<file path="src/rtl/irq_nest_pkg.sv">
package irq_nest_pkg;

  // Call vector for a level: base plus a fixed stride per level.
  function automatic int unsigned lvl_vector(input int unsigned base,
                                             input int unsigned stride,
                                             input int unsigned lvl);
    return base + lvl * stride;
  endfunction

endpackage

</file>
<file path="src/rtl/irq_prio_enc.sv">
module irq_prio_enc #(
  parameter int N  = 8,
  parameter int IW = $clog2(N)
) (
  input  logic [N-1:0]  vec_i,
  output logic          vld_o,
  output logic [IW-1:0] idx_o
);

  // Highest set bit wins: scanning upward, later hits overwrite earlier ones.
  always_comb begin
    vld_o = 1'b0;
    idx_o = '0;
    for (int i = 0; i < N; i++) begin
      if (vec_i[i]) begin
        vld_o = 1'b1;
        idx_o = IW'(i);
      end
    end
  end

endmodule

</file>
<file path="src/rtl/irq_ack_arb.sv">
module irq_ack_arb #(
  parameter int N  = 8,
  parameter int IW = $clog2(N)
) (
  input  logic [N-1:0]  pend_i,
  input  logic [N-1:0]  act_i,
  input  logic          ie_i,
  input  logic          cyc_i,
  input  logic          rti_i,
  output logic          take_o,
  output logic [IW-1:0] win_o,
  output logic          ret_o,
  output logic [IW-1:0] ret_lvl_o
);

  logic          p_vld;
  logic [IW-1:0] p_idx;
  logic          a_vld;
  logic [IW-1:0] a_idx;

  irq_prio_enc #(.N(N), .IW(IW)) u_pend_enc (
    .vec_i (pend_i),
    .vld_o (p_vld),
    .idx_o (p_idx)
  );

  irq_prio_enc #(.N(N), .IW(IW)) u_act_enc (
    .vec_i (act_i),
    .vld_o (a_vld),
    .idx_o (a_idx)
  );

  // A pending level must strictly outrank the level in service.
  assign take_o    = cyc_i && ie_i && p_vld && (!a_vld || (p_idx > a_idx));
  assign win_o     = p_idx;
  // A return only retires something when a level is in service.
  assign ret_o     = rti_i && a_vld;
  assign ret_lvl_o = a_idx;

endmodule

</file>
<file path="src/rtl/irq_nest_ctrl.sv">
module irq_nest_ctrl #(
  parameter int NUM_LVL    = 8,
  parameter int VEC_W      = 12,
  parameter int VEC_BASE   = 'h040,
  parameter int VEC_STRIDE = 4
) (
  input  logic                       clk,
  input  logic                       rst,
  input  logic [NUM_LVL-1:0]         req_i,
  input  logic                       cyc_i,
  input  logic                       io_cyc_i,
  input  logic                       rti_i,
  input  logic                       ie_set_i,
  input  logic                       ie_clr_i,
  output logic                       ack_o,
  output logic                       push_pc_o,
  output logic [$clog2(NUM_LVL)-1:0] ack_lvl_o,
  output logic [VEC_W-1:0]           ack_vec_o,
  output logic                       ie_o,
  output logic [NUM_LVL-1:0]         pend_o,
  output logic [NUM_LVL-1:0]         act_o
);

  import irq_nest_pkg::*;

  localparam int LVL_W = $clog2(NUM_LVL);

  logic [NUM_LVL-1:0] pend_q, pend_n;
  logic [NUM_LVL-1:0] act_q, act_n;
  logic               ie_q, ie_n;
  logic               ack_q, push_q;
  logic [LVL_W-1:0]   lvl_q;
  logic [VEC_W-1:0]   vec_q, vec_n;

  logic               take, ret, smp;
  logic [LVL_W-1:0]   win, ret_lvl;

  irq_ack_arb #(.N(NUM_LVL), .IW(LVL_W)) u_arb (
    .pend_i    (pend_q),
    .act_i     (act_q),
    .ie_i      (ie_q),
    .cyc_i     (cyc_i),
    .rti_i     (rti_i),
    .take_o    (take),
    .win_o     (win),
    .ret_o     (ret),
    .ret_lvl_o (ret_lvl)
  );

  // Requests are captured only on non-I/O instruction strobes.
  assign smp = cyc_i && !io_cyc_i;

  // Per-level next state: a return clears first, a fresh sample re-sets,
  // so a request coinciding with its own level's return survives.
  for (genvar g = 0; g < NUM_LVL; g++) begin : g_lvl
    logic hit_ret, hit_take;
    assign hit_ret   = ret  && (ret_lvl == LVL_W'(g));
    assign hit_take  = take && (win     == LVL_W'(g));
    assign pend_n[g] = (pend_q[g] && !hit_ret) || (smp && req_i[g]);
    assign act_n[g]  = (act_q[g]  && !hit_ret) || hit_take;
  end

  // Enable flag precedence, lowest to highest: set, clear, return, acknowledge.
  always_comb begin
    ie_n = ie_q;
    if (ie_set_i) ie_n = 1'b1;
    if (ie_clr_i) ie_n = 1'b0;
    if (ret)      ie_n = 1'b1;
    if (take)     ie_n = 1'b0;
  end

  assign vec_n = VEC_W'(lvl_vector(VEC_BASE, VEC_STRIDE, int'(win)));

  always_ff @(posedge clk) begin
    if (rst) begin
      pend_q <= '0;
      act_q  <= '0;
      ie_q   <= 1'b0;
      ack_q  <= 1'b0;
      push_q <= 1'b0;
      lvl_q  <= '0;
      vec_q  <= '0;
    end else begin
      pend_q <= pend_n;
      act_q  <= act_n;
      ie_q   <= ie_n;
      ack_q  <= take;
      push_q <= take;
      if (take) begin
        lvl_q <= win;
        vec_q <= vec_n;
      end
    end
  end

  assign ack_o     = ack_q;
  assign push_pc_o = push_q;
  assign ack_lvl_o = lvl_q;
  assign ack_vec_o = vec_q;
  assign ie_o      = ie_q;
  assign pend_o    = pend_q;
  assign act_o     = act_q;

endmodule

</file>
<file path="config.mk">
export PLATFORM = sky130hd
export DESIGN_NAME = irq_nest_ctrl
export DESIGN_NICKNAME = d
export VERILOG_FILES = /design/src/rtl/irq_nest_pkg.sv /design/src/rtl/irq_prio_enc.sv /design/src/rtl/irq_ack_arb.sv /design/src/rtl/irq_nest_ctrl.sv
export SDC_FILE = /design/constraint.sdc
export NUM_CORES = 1
export LEC_CHECK = 0
export BUFFER_PORTS_ARGS = -buffer_cell sky130_fd_sc_hd__buf_2
export CAP_MARGIN = 20
export CELL_PAD_IN_SITES_DETAIL_PLACEMENT = 1
export CELL_PAD_IN_SITES_GLOBAL_PLACEMENT = 2
export CORE_MARGIN = 10
export CORE_UTILIZATION = 27
export CTS_CLUSTER_SIZE = 25
export DETAILED_ROUTE_END_ITERATION = 16
export PLACE_DENSITY = 0.88
export SKIP_CTS_REPAIR_TIMING = 1
export SLEW_MARGIN = 20
export SYNTH_ARGS = -nofsm -noshare
export SYNTH_HDL_FRONTEND = slang
export SYNTH_SLANG_ARGS = --single-unit
</file>
<file path="constraint.sdc">
create_clock -name clk -period 3 [get_ports clk]
set_input_delay 0.6 -clock clk [delete_from_list [all_inputs] [get_ports clk]]
set_output_delay 0.6 -clock clk [all_outputs]
set_load 0.05 [all_outputs]
</file>
# Yosys cells after proc, flatten, opt, wreduce, memory -nomap -nowiden
# Index checks and enable logic that the tools add are counted.
# W data, S select, Z words.
op_classes:
  add_sub_neg: 1
  magnitude_cmp: 1
  eq_ne: 14
  mux: 33
  reduce_logical: 76
ops:
  columns: ["op", "count"]
  rows:
  - ["$logic_and A1 B1 Y1", 45]
  - ["$mux W3", 12]
  - ["$eq A3 B3 Y1 const B", 8]
  - ["$mux W1", 21]
  - ["$logic_or A1 B1 Y1", 17]
  - ["$eq A3 B2 Y1 const B", 4]
  - ["$logic_not A1 Y1", 10]
  - ["$add A7 B5 Y8 const A", 1]
  - ["$eq A3 B1 Y1 const B", 2]
  - ["$logic_not A3 Y1", 2]
  - ["$gt A3 B3 Y1", 1]
  - ["$reduce_bool A3 Y1", 1]
  - ["$reduce_or A2 Y1", 1]
word_totals:
  reg_bits: 33
  elab_cells: 131

# Depth between registers and ports, before layout
depth:
  ltp_word: 13
  ltp_mapped: 10
  mapped_depth_nobuf: 10

# By module
# From an unflattened synthesis, not the netlist that was laid out.
hier_totals:
  cells_unflattened: 131
  hier_area_um2: 1217.4
by_module_without_submodules:
  columns: ["mod", "n_inst", "cells_per_inst", "area_each_um2", "seq_area_each_um2"]
  rows:
  - ["irq_nest_ctrl", 1, 94, 1013.5, 440.4]
  - ["irq_prio_enc", 2, 12, 57.6, 0.0]
  - ["irq_ack_arb", 1, 13, 88.8, 0.0]

# Worst setup path after synthesis
# OpenSTA, ideal clock, no wires.
synth_timing:
  kind: "register to register"
  start: "register pend_q[2] (netlist: pend_o[2])"
  end: "register act_q[4] (netlist: act_o[4])"
  setup_ns: 0.088
  t_arrival_ns: 2.525
  path_slack_ns: 0.387
  stages_incl_launch_ff: 11
  synth_period_minus_slack_ns: 2.613
  path_cell_list: "dfxtp_1 -> nand2b_1 -> a21oi_1 -> o21ba_2 -> or2_2 -> inv_1 -> ha_1 -> nor3b_1 -> o21ai_1 -> a31o_2 -> o32ai_2"
synth_between:
  elab_chain_cells: 11
  word_cells_on_any_way: 19
  classes_between: "order compare: 1; eq/ne: 1; mux: 12; reduce/logical: 5"
synth_rtl:
  columns: ["element", "line", "source"]
  rows:
  - ["from (decl)", "irq_nest_ctrl.sv:28", "logic [NUM_LVL-1:0] pend_q, pend_n;"]
  - ["from (signal assigned)", "irq_nest_ctrl.sv:84", "pend_q <= pend_n;"]
  - ["$mux W3 (6 in series)", "irq_prio_enc.sv:15", "if (vec_i[i]) begin"]
  - ["$gt A3 B3 Y1", "irq_ack_arb.sv:34", "assign take_o = cyc_i && ie_i && p_vld && (!a_vld || (p_idx > a_idx));"]
  - ["$logic_or A1 B1 Y1", "irq_ack_arb.sv:34", null]
  - ["$logic_and A1 B1 Y1", "irq_ack_arb.sv:34", null]
  - ["$logic_and A1 B1 Y1 (*)", "irq_nest_ctrl.sv:58", "assign hit_take = take && (win == LVL_W'(g));"]
  - ["$logic_or A1 B1 Y1 (*)", "irq_nest_ctrl.sv:60", "assign act_n[g] = (act_q[g] && !hit_ret) || hit_take;"]
  - ["to (signal assigned)", "irq_nest_ctrl.sv:85", "act_q <= act_n;"]
  - ["to (decl)", "irq_nest_ctrl.sv:29", "logic [NUM_LVL-1:0] act_q, act_n;"]
# Mark *: on every way between the ends. The rest lies on a longest branch, timed or not.
# A chain may end at the register's enable or synchronous reset.

# Final worst setup path
layout_timing:
  start: "register pend_q[4] (netlist: pend_o[4])"
  end: "register act_q[0] (netlist: act_o[0])"
layout_between:
  elab_chain_cells: 9
  word_cells_on_any_way: 15
  classes_between: "order compare: 1; mux: 8; reduce/logical: 6"
layout_rtl:
  columns: ["element", "line"]
  rows:
  - ["$mux W3 (4 in series)", "irq_prio_enc.sv:15"]
  - ["$gt A3 B3 Y1", "irq_ack_arb.sv:34"]
  - ["$logic_or A1 B1 Y1", "irq_ack_arb.sv:34"]
  - ["$logic_and A1 B1 Y1", "irq_ack_arb.sv:34"]
  - ["$logic_and A1 B1 Y1 (*)", "irq_nest_ctrl.sv:58"]
  - ["$logic_or A1 B1 Y1 (*)", "irq_nest_ctrl.sv:60"]
# Marks and branches as above.

==> metrics.txt <==
# TYPE chip_impl_metric gauge
chip_impl_metric{name="drt_pre_antenna_iters",unit=""} 4
chip_impl_metric{name="antennaDiodeCount",unit=""} 0
chip_impl_metric{name="timing.critical_path.fanout_max",unit=""} 6
chip_impl_metric{name="worst_margin_slew",unit="ns"} 0.6143
chip_impl_metric{name="route.vias.total",unit=""} 1152
chip_impl_metric{name="grt_first_pass_wirelength",unit="mm"} 6.492
chip_impl_metric{name="ioPinCount",unit=""} 49
chip_impl_metric{name="synth_enable_flop_cells",unit=""} 0
chip_impl_metric{name="layout_cell_share_with_drive_strength_beyond_1",unit="%"} 32.20
chip_impl_info{name="timing.critical_path.from_type",value="flip-flop"} 1
chip_impl_metric{name="final.setup.tns",unit="ns"} 0
chip_impl_metric{name="design.core.area",unit="um^2"} 4384
chip_impl_info{name="worst-setup-path-type",value="flip-flop to flip-flop"} 1
chip_impl_metric{name="antenna_found_initial",unit=""} 0
chip_impl_metric{name="track_usage",unit="%"} 10.55
chip_impl_metric{name="timing.hold.ws",unit="ns"} 0.4776
chip_impl_metric{name="grt.overflow.total",unit=""} 0
chip_impl_metric{name="mappedNetlistArea",unit="um^2"} 1235
chip_impl_metric{name="first_global_vias",unit=""} 1268
chip_impl_info{name="synth_largest_area_cell",value="sky130_fd_sc_hd__dfxtp_1"} 1
chip_impl_metric{name="slew_headroom",unit="%"} 58.96
chip_impl_metric{name="route.detailed.vias_per_inst",unit=""} 5.031
chip_impl_metric{name="dr.first_iter.drc_count",unit=""} 31
chip_impl_metric{name="core.rowCount",unit=""} 24
chip_impl_info{name="grt_setup_unrepaired",value="no"} 1
chip_impl_metric{name="power.static_leakage",unit="uW"} 0.0006770
chip_impl_metric{name="synth-adder-area-share",unit="%"} 2.026
chip_impl_metric{name="worst_ep_required_time",unit="ns"} 3.17
chip_impl_metric{name="final_cell_count_no_fill",unit=""} 229
chip_impl_metric{name="cts.sinks",unit=""} 22
chip_impl_metric{name="critical_path_arrival",unit="ns"} 2.74
chip_impl_info{name="hold_path_class",value="flip-flop to flip-flop"} 1
chip_impl_metric{name="grtUsageMet2",unit="%"} 17.53
chip_impl_metric{name="post-dp-hpwl",unit="mm"} 3.255
chip_impl_metric{name="max_freq",unit="MHz"} 387.9
chip_impl_metric{name="dieHeight",unit="um"} 87.63
chip_impl_metric{name="start_util",unit="%"} 28.17
chip_impl_metric{name="pwr_density_cell",unit="nW/um^2"} 469.3
chip_impl_metric{name="drc",unit=""} 0
chip_impl_metric{name="cts-buffers-inserted",unit=""} 3
chip_impl_metric{name="grt_start_max_net_pins",unit=""} 19
chip_impl_metric{name="share_of_cell_area_taken_by_muxes_after_synthesis",unit="%"} 2.432
chip_impl_metric{name="max-clock-path-buffers",unit=""} 2
chip_impl_metric{name="final-max-slew-violation-count",unit=""} 0
chip_impl_metric{name="cap_violations",unit=""} 0
chip_impl_metric{name="synth_warnings",unit=""} 0
chip_impl_metric{name="period_minus_slack",unit="ns"} 2.578
chip_impl_metric{name="largest_voltage_drop_on_the_vdd_net",unit="V"} 0.0001981
chip_impl_metric{name="postRouteWirelength",unit="mm"} 3.962
chip_impl_metric{name="cts.clk_slew.worst_paths",unit="ns"} 0.08
chip_impl_metric{name="die-area",unit="um^2"} 7679
chip_impl_info{name="dominantRegCellSynth",value="sky130_fd_sc_hd__dfxtp_1"} 1
chip_impl_metric{name="fin_util",unit="%"} 33.93
chip_impl_info{name="run_status",value="complete, no violations"} 1
chip_impl_info{name="synth_top_cells_by_area",value="sky130_fd_sc_hd__dfxtp_1, sky130_fd_sc_hd__buf_4, sky130_fd_sc_hd__nor2_1"} 1
chip_impl_info{name="gr-max-usage-layer",value="met2"} 1
chip_impl_metric{name="flow.area_growth_from_synthesis",unit="%"} 20.47
chip_impl_info{name="worst_hold_startpoint",value="ack_vec_o[6]"} 1
chip_impl_metric{name="fin_crit_sh",unit="%"} 85.94
chip_impl_info{name="cp-end-kind",value="flip-flop"} 1
chip_impl_metric{name="synth-seq-area-share",unit="%"} 35.66
chip_impl_metric{name="floorplan.die.width",unit="um"} 87.63
chip_impl_metric{name="post_synth_and_or_nand_nor_area_fraction",unit="%"} 20.97
chip_impl_metric{name="antenna_violating_nets_post_route",unit=""} 0
chip_impl_metric{name="cts.htree.levels",unit=""} 1
chip_impl_info{name="clock_tree.root_cell",value="sky130_fd_sc_hd__clkbuf_8"} 1
chip_impl_metric{name="synth-compound-area-share",unit="%"} 27.36
chip_impl_metric{name="place_inst",unit=""} 225
chip_impl_metric{name="count_of_unique_library_cells_instantiated_by_yosys",unit=""} 45
chip_impl_metric{name="port-buffer-count",unit=""} 40
chip_impl_metric{name="grt.met1_usage",unit="%"} 12.00
chip_impl_metric{name="fillCellCount",unit=""} 548
chip_impl_metric{name="groute.layer.met3.usage",unit="%"} 3.435
chip_impl_metric{name="synth_area_per_cell",unit="um^2"} 8.821
chip_impl_metric{name="ys_ff_latch",unit=""} 22
chip_impl_metric{name="synthArstFlopShare",unit="%"} 0
chip_impl_metric{name="finalSetupViolations",unit=""} 0
chip_impl_metric{name="final.setup_skew",unit="ns"} 0.004568
chip_impl_info{name="largest_family_of_logic_cells_by_synthesized_area",value="compound AO/OA/AOI/OAI gates"} 1
chip_impl_info{name="cts_tree",value="yes"} 1
chip_impl_metric{name="last_weighted_congestion_value_of_the_routability_driven_placer",unit=""} 0.8676
chip_impl_info{name="setup.worst_path.start",value="pend_o[4]"} 1
chip_impl_metric{name="clk-insertion-delay-late",unit="ns"} 0.27
chip_impl_metric{name="netlist_instances",unit=""} 140
chip_impl_metric{name="average_wire_per_cell_in_the_routed_design",unit="um"} 17.30
chip_impl_info{name="critical_path.reg2reg.startpoint",value="pend_o[4]"} 1
chip_impl_metric{name="post-synth-top-area-fraction",unit="%"} 35.66
chip_impl_metric{name="synth_xor_xnor_area_share",unit="%"} 0
chip_impl_metric{name="hold_violations",unit=""} 0
chip_impl_metric{name="nets_final",unit=""} 195
[Yosys cell counts, drive strengths merged, types with 3 or more instances]
library cell / n
a22oi: 3
a31oi: 3
buf: 14
a32o: 6
o21ai: 4
o31ai: 3
nor2: 17
dfxtp: 22
a21oi: 7
nand2: 13
and3: 3
mux2i: 3
inv: 7
[per-stage QoR]
| step | power (uW) | cell area, um^2 | setup WS (ns) |
|---|---|---|---|
| detailed placement | 489.6 | 1433 | 0.4098 |
| global route | 733.9 | 1488 | 0.2924 |
| finish | 698.2 | 1488 | 0.4218 |
| global placement | 487.9 | 1433 | 0.5419 |
| CTS | 707.6 | 1488 | 0.3869 |
| floorplan | 456.5 | 1261 | 0.3872 |
[critical path: stages (launching register included)]
cell and delay (ns):
sky130_fd_sc_hd__dfxtp_1 0.48, sky130_fd_sc_hd__a21oi_1 0.12, sky130_fd_sc_hd__o21ba_2 0.22, sky130_fd_sc_hd__or2_2 0.29, sky130_fd_sc_hd__inv_1 0.10, sky130_fd_sc_hd__ha_1 0.24, sky130_fd_sc_hd__nor3b_1 0.23, sky130_fd_sc_hd__o21ai_1 0.16
sky130_fd_sc_hd__a31o_2 0.34, sky130_fd_sc_hd__o31ai_1 0.30
[final cells by class]
type | count | area [um^2] | share of cell area [%]
multi-input cells | 101 | 681.9 | 45.84
flip-flops and latches | 22 | 440.4 | 29.60
repair buffers | 42 | 215.2 | 14.47
well taps | 52 | 65.06 | 4.373
clock buffers | 4 | 55.05 | 3.701
inverters | 8 | 30.03 | 2.018
[power by group]
| group | internal, uW | switching, uW |
|---|---|---|
| combinational | 47.1 | 123 |
| clock | 117 | 99.4 |
| sequential | 301 | 10.5 |
[sequential cells by signal, indices dropped and copies added (netlist names)]
signal / flops
ie_o: 1
pend_o: 8
ack_vec_o: 2
ack_lvl_o: 2
push_pc_o: 1
act_o: 8
[kinds of logic (layout without fill, tap and decap cells)]
group                    Yosys count  after routing
buffers and inverters             24             54
adder cells (fa/ha/maj)            2              2
other                              1              8
AND/OR/NAND/NOR                   49             49
multiplexers                       3              3
flip-flops                        22             22
AO/OA/AOI/OAI                     39             39
[per-layer routing]
metal,share of wire (%),wire (um)
met1,44,1724
met2,48,1888
met3,7.1,283
met5,0,0
met4,1.7,67
[layout by cell type (no fill, tap or decap), drive strengths merged, types with 2 or more instances in the layout]
cell type,Yosys,final
inv,7,7
o31ai,3,3
nand2,13,13
nor2,17,17
nor3b,2,2
and3,3,3
a21oi,7,7
a22oi,3,3
dfxtp,22,22
clkbuf,2,4
a32o,6,6
or3b,2,2
nand2b,2,2
nand4,2,2
o32ai,2,2
a31oi,3,3
conb,1,8
ha,2,2
mux2i,3,3
a31o,2,2
buf,14,42
nand3,2,2
o21ai,4,4
[worst paths after layout]
kind	end	slack, ns	cells after the start
hold reg to reg	ack_vec_o[6]	0.48	1
setup / recovery	act_o[0]	0.42	9
hold / removal	ack_vec_o[6]	0.48	1
setup reg to reg	act_o[0]	0.42	9
Power figures use the tool's default switching activity.
